<file path="src/rtl/dil_pkg.sv">
package dil_pkg;

    localparam int CODE_W = 8;

    typedef logic [CODE_W-1:0] code_t;

    typedef enum logic {
        MODE_SPLIT = 1'b0,
        MODE_ILV   = 1'b1
    } mode_e;

    typedef struct packed {
        code_t a;
        code_t b;
    } pair_t;

    typedef struct packed {
        logic  vld;
        pair_t pair;
    } slot_t;

    localparam code_t CODE_RST = '0;

    function automatic mode_e to_mode(input logic flag);
        return flag ? MODE_ILV : MODE_SPLIT;
    endfunction

endpackage

</file>
<file path="src/rtl/dil_fall_capture.sv">
// Falling-edge half of the interleaved path: latches the channel-B word.
module dil_fall_capture
    import dil_pkg::*;
(
    input  logic  clk,
    input  logic  rst,
    input  mode_e mode,
    input  logic  wr_n,
    input  code_t bus,
    output code_t b_word,
    output logic  b_vld
);

    logic take;
    assign take = (mode == MODE_ILV) && wr_n;

    always_ff @(negedge clk) begin
        if (rst) begin
            b_word <= CODE_RST;
            b_vld  <= 1'b0;
        end else begin
            b_vld <= take;
            if (take) begin
                b_word <= bus;
            end
        end
    end

endmodule

</file>
<file path="src/rtl/dil_pair_select.sv">
// Rising-edge capture: forms the sample pair for either mode.
module dil_pair_select
    import dil_pkg::*;
(
    input  logic  clk,
    input  logic  rst,
    input  mode_e mode,
    input  logic  wr_n,
    input  code_t bus_a,
    input  code_t bus_b,
    input  code_t b_word,
    input  logic  b_vld,
    output slot_t slot,
    output mode_e mode_q
);

    slot_t nxt;

    always_comb begin
        nxt.pair.a = bus_a;
        unique case (mode)
            MODE_SPLIT: begin
                nxt.pair.b = bus_b;
                nxt.vld    = wr_n;
            end
            MODE_ILV: begin
                // port B plays no part here; R7: a fresh switch drops the half pair
                nxt.pair.b = b_word;
                nxt.vld    = wr_n && b_vld && (mode_q == MODE_ILV);
            end
            default: begin
                nxt.pair.b = bus_b;
                nxt.vld    = 1'b0;
            end
        endcase
    end

    always_ff @(posedge clk) begin
        if (rst) begin
            slot   <= '0;
            mode_q <= MODE_SPLIT;
        end else begin
            slot.vld <= nxt.vld;
            if (nxt.vld) begin
                slot.pair <= nxt.pair;
            end
            mode_q <= mode;
        end
    end

endmodule

</file>
<file path="src/rtl/dil_out_stage.sv">
// Output alignment: both codes load from one slot on one edge.
module dil_out_stage
    import dil_pkg::*;
(
    input  logic  clk,
    input  logic  rst,
    input  slot_t slot,
    output pair_t held
);

    always_ff @(posedge clk) begin
        if (rst) begin
            held <= '{a: CODE_RST, b: CODE_RST};
        end else if (slot.vld) begin
            held <= slot.pair;
        end
    end

endmodule

</file>
<file path="src/rtl/dual_dac_ilv_front.sv">
module dual_dac_ilv_front
    import dil_pkg::*;
(
    input  logic              clk,
    input  logic              rst,
    input  logic              ilv_en,
    input  logic              wr_n,
    input  logic [CODE_W-1:0] port_a,
    input  logic [CODE_W-1:0] port_b,
    output logic [CODE_W-1:0] code_a,
    output logic [CODE_W-1:0] code_b
);

    mode_e mode;
    mode_e mode_q;
    code_t b_word;
    logic  b_vld;
    slot_t slot;
    pair_t held;

    // flag value 1 selects interleaving
    assign mode = to_mode(ilv_en);

    dil_fall_capture u_fall (
        .clk    (clk),
        .rst    (rst),
        .mode   (mode),
        .wr_n   (wr_n),
        .bus    (port_a),
        .b_word (b_word),
        .b_vld  (b_vld)
    );

    dil_pair_select u_pair (
        .clk    (clk),
        .rst    (rst),
        .mode   (mode),
        .wr_n   (wr_n),
        .bus_a  (port_a),
        .bus_b  (port_b),
        .b_word (b_word),
        .b_vld  (b_vld),
        .slot   (slot),
        .mode_q (mode_q)
    );

    dil_out_stage u_out (
        .clk  (clk),
        .rst  (rst),
        .slot (slot),
        .held (held)
    );

    assign code_a = held.a;
    assign code_b = held.b;

endmodule

</file>
<file path="config.mk">
export PLATFORM = sky130hd
export DESIGN_NAME = dual_dac_ilv_front
export DESIGN_NICKNAME = d
export VERILOG_FILES = /design/src/rtl/dil_pkg.sv /design/src/rtl/dil_fall_capture.sv /design/src/rtl/dil_pair_select.sv /design/src/rtl/dil_out_stage.sv /design/src/rtl/dual_dac_ilv_front.sv
export SDC_FILE = /design/constraint.sdc
export NUM_CORES = 1
export LEC_CHECK = 0
export BUFFER_PORTS_ARGS = -buffer_cell sky130_fd_sc_hd__buf_2
export CAP_MARGIN = 20
export CORE_ASPECT_RATIO = 1.25
export CORE_MARGIN = 4
export CORE_UTILIZATION = 25
export DETAILED_ROUTE_END_ITERATION = 12
export GPL_TIMING_DRIVEN = 0
export PLACE_DENSITY = 0.45
export SLEW_MARGIN = 0
export SYNTH_ARGS = -nofsm -noshare
export SYNTH_HDL_FRONTEND = slang
export SYNTH_SLANG_ARGS = --single-unit
</file>
<file path="constraint.sdc">
create_clock -name clk -period 1.6 [get_ports clk]
set_clock_uncertainty 0.2 [all_clocks]
set_input_delay 0.16 -clock clk [delete_from_list [all_inputs] [get_ports clk]]
set_output_delay 0.16 -clock clk [all_outputs]
set_load 0.02 [all_outputs]
</file>
; After elaboration in Yosys (flattened, before gate mapping)
; Index checks and enable logic that the tools add are counted.
[totals]
regBits = 43
input_bits = 20
output_inout_bits = 16
wordCells = 15
[op_classes]
mux = 3
bitwise_logic = 1
reduce_logical = 3
[ops]
columns = op, n
row1 = $pmux W8 S2, 1
row2 = $logic_and A1 B1 Y1, 3
row3 = $pmux W1 S2, 1
row4 = $mux W1, 1
row5 = $not A1 Y1, 1

; Logic depth before layout (Yosys ltp)
[logic_depth]
ltp_word = 3
ltp_mapped = 7
depth_no_buf = 3

; Modules after synthesis
; A second synthesis with hierarchy kept.
[unflattened]
cells_unflattened = 172
area_unflattened_um2 = 1786.7
[modules_own_cells]
columns = module, instances, cells_per_inst, area_per_inst_um2, seq_area_each_um2
row1 = dil_pair_select, 1, 79, 805.8, 360.3
row2 = dil_out_stage, 1, 52, 580.6, 320.3
row3 = dil_fall_capture, 1, 41, 400.4, 180.2

==> metrics <==
layout cells sized above 1 31.9%; worst hold path class in -> reg; share of total power in combinational logic a little over a tenth; RSZ-0062 raised after global routing true; Internal Pwr Total 0.00190 W; CTS Buf Count 5; CTS tree built; total negative slack -8.52 ns; Final Max Slew Viols 0; Slowest cell on crit path dfxtp_2; Longest Clk Path Bufs 2; worst reg2reg startpoint u_fall.b_vld$_SDFF_NP0_; vias in the first global route 1,383; Hold Path End u_pair.slot[1]$_SDFFE_PP0P_; largest net degree at the start of global routing 15; Starting DRT DRC Count 33; most common cell after layout, fill and taps aside dfxtp_1; Overflow after GRT 0; vias per cell approximately 4.3; status complete, but fails checks; Mapped Cells 170; CP endpoint kind flop; per-cell routed wire length 13.8 um; Worst EP required ~1.6 ns; CP top delay family compound AO/OA/AOI/OAI gates; Core ar. between 6000 and 7000 um^2; Mapped Area 1680 um^2; Slew @ Worst Pin 0.544 ns; Vias 1,368; Crit Path Class reg -> reg; routability congestion estimate 0.777; # clock sinks 43; drt total wl 4.35 mm; slew margin rel. 63.7%; Die Y ~100 um; Final Hold Fails 0; WP buf/inv 1; hold path start port_b[1]; fillers 678; Reg clk slew, reported paths 0.08 ns; # setup viols final 17; met3 usage around 2.8%; GR Util met2 a little under a fifth; Reg power frac 45.6%; HPWL Detailed ~2.9 mm; router iterations before antenna repair 6; Die ar. between 8000 and 9000 um^2; Max Cap Viol 0; met1 Use GR 14.4%; maximum vdd ir drop 0.000308 V; GRT Total Usage 11.5%; async set-reset flop share out of synthesis 0%; Die X slightly above 80 um; pre-CTS WS -0.779 ns; power per cell area 1060 nW/um^2; Avg Synthesized Cell Area between 9 and 10 um^2; Yosys reg bits 43; sw frac 23.9%; Distinct cells, synth 19; Post-synth EDFFs 0; worst flop-to-flop path endpoint u_pair.slot[7]$_SDFFE_PP0P_; critical path peak fanout 4; register area share after synthesis about 51%; Initial Util 25.6%; Boundary Pins 36; Syn Nets 190; Crit path largest cell delay 0.31 ns; crit-path cells a21bo_4 -> and2_4 -> buf_6 -> a211oi_2; # diodes 0; Layout Nets 248; Psw between 0.0005 and 0.0006 W; R2R cell count 4; P_leak slightly below 1 nW; CP Launch Point u_fall.b_vld$_SDFF_NP0_; clock power share 43.4%; R2R Setup Slk -0.56 ns; first-pass GRT wire length around 7 mm; initial antenna violation count 0; IO buf count 33; most frequent cells in the layout dfxtp_1 (42), buf_2 (35), mux2i_1 (24), nor2_1 (16), a21oi_1 (14); violated checks negative setup slack; worst setup margin -0.557 ns; area grow syn2layout 40.3%; top_reg_cell synth dfxtp_1; Hold Crit Depth 3; CP arrival 2.18 ns; drt drc 0; H-tree Lvls 2; GRT busiest layer met2; clock latency at the later pin of the worst-skew pair 0.35 ns; number of core rows 33; Syn. warnings 0; Detail Route Antenna Nets 0; Startpoint Class flop; root buffer cell clkbuf_8
==> power groups by stage <==
stage	Sequential [W]	Clock, W	Combinational (W)
floorplan	0.00116	0.0000385	0.000144
global placement	0.00116	0.0000385	0.000222
detailed placement	0.00116	0.0000385	0.000220
CTS	0.00114	0.00111	0.000275
global route	0.00114	0.00116	0.000300
finish	0.00114	0.00108	0.000275
==> logic make-up after synthesis <==
kind of cell / share of synthesized area, %
AOI/OAI and AO/OA: 11.9
buffers and inverters: 5.74
DFF: 51.3
muxes: 14.3
and+or+nand+nor: 16.8
==> stage by stage <==
| stage | util [%] | hold WS (ns) | power, W | instance area, um^2 | instances |
|---|---|---|---|---|---|
| 4_1_cts | 35.7 | 0.0352 | 0.00252 | 2340 | 316 |
| 5_1_grt | 35.9 | 0.0504 | 0.00260 | 2360 | 316 |
| 6_report | 35.9 | 0.0481 | 0.00249 | 2360 | 316 |
| 3_3_place_gp | 30.3 | 0.211 | 0.00142 | 1990 | 290 |
| 3_5_place_dp | 30.3 | 0.212 | 0.00142 | 1990 | 290 |
| 2_1_floorplan | - | 0.0391 | 0.00134 | 1710 | 170 |
==> state kept, by name, indices dropped and copies added (netlist names) <==
signal,count
u_fall.b_word,8
u_pair.mode_q,1
u_out.held,16
u_pair.slot,17
u_fall.b_vld,1
==> cells in the mapped netlist, types with 2 or more instances <==
cell	count	area, um^2
dfxtp_1	43	861
mux2i_1	24	240
a21oi_1	16	80.1
nor2_1	16	60.1
clkbuf_1	10	37.5
nand2_1	9	33.8
nand2b_1	8	50.1
nand3_1	8	40.0
nand4b_1	8	70.1
o21ai_0	8	40.0
a211oi_1	6	45.0
buf_6	4	45.0
a211oi_2	2	25.0
buf_2	2	10.0
nor2b_1	2	12.5
==> final cells by class <==
class	instances	area [um^2]	share of cell area (%)
flip-flops and latches	43	862	36.6
multi-input cells	110	788	33.5
repair buffers	46	313	13.3
plain buffers	13	118	4.99
well taps	87	109	4.62
clock inverters	12	97.6	4.14
clock buffers	5	68.8	2.92
==> worst reg2reg max path, cell delays in order, from the launching register on <==
cell and delay (ns):
dfxtp_2 0.31, a21bo_4 0.22, and2_4 0.18, buf_6 0.14
a211oi_2 0.18
==> worst max path at each step <==
stage | to | slack [ns] | depth (start not counted)
after floorplan | u_pair.slot[5]$_SDFFE_PP0P_ | -0.57 | 6
after global placement | u_fall.b_word[1]$_SDFFE_NP0P_ | -0.76 | 4
after detailed placement | u_fall.b_word[1]$_SDFFE_NP0P_ | -0.78 | 4
after CTS | u_pair.slot[16]$_SDFF_PP0_ | -0.51 | 4
after global routing | u_pair.slot[5]$_SDFFE_PP0P_ | -0.59 | 4
final | u_pair.slot[7]$_SDFFE_PP0P_ | -0.56 | 4
==> what timing repair did <==
item | in CTS | in global routing
resized for setup | 32 | 4
cloned | 1 | 0
hold endpoints to repair | 9 | 0
endpoints found under the setup margin | 25 | 27
buffers inserted | 3 | 0
hold buffers | 9 | 0
pin swaps | 6 | 2
==> layer usage <==
layer	wire length, um	up-vias
met3	140	6
met5	0	-
met4	89	0
li1	-	707
met1	2000	631
met2	2120	24
(Power assumes the default switching activity.)
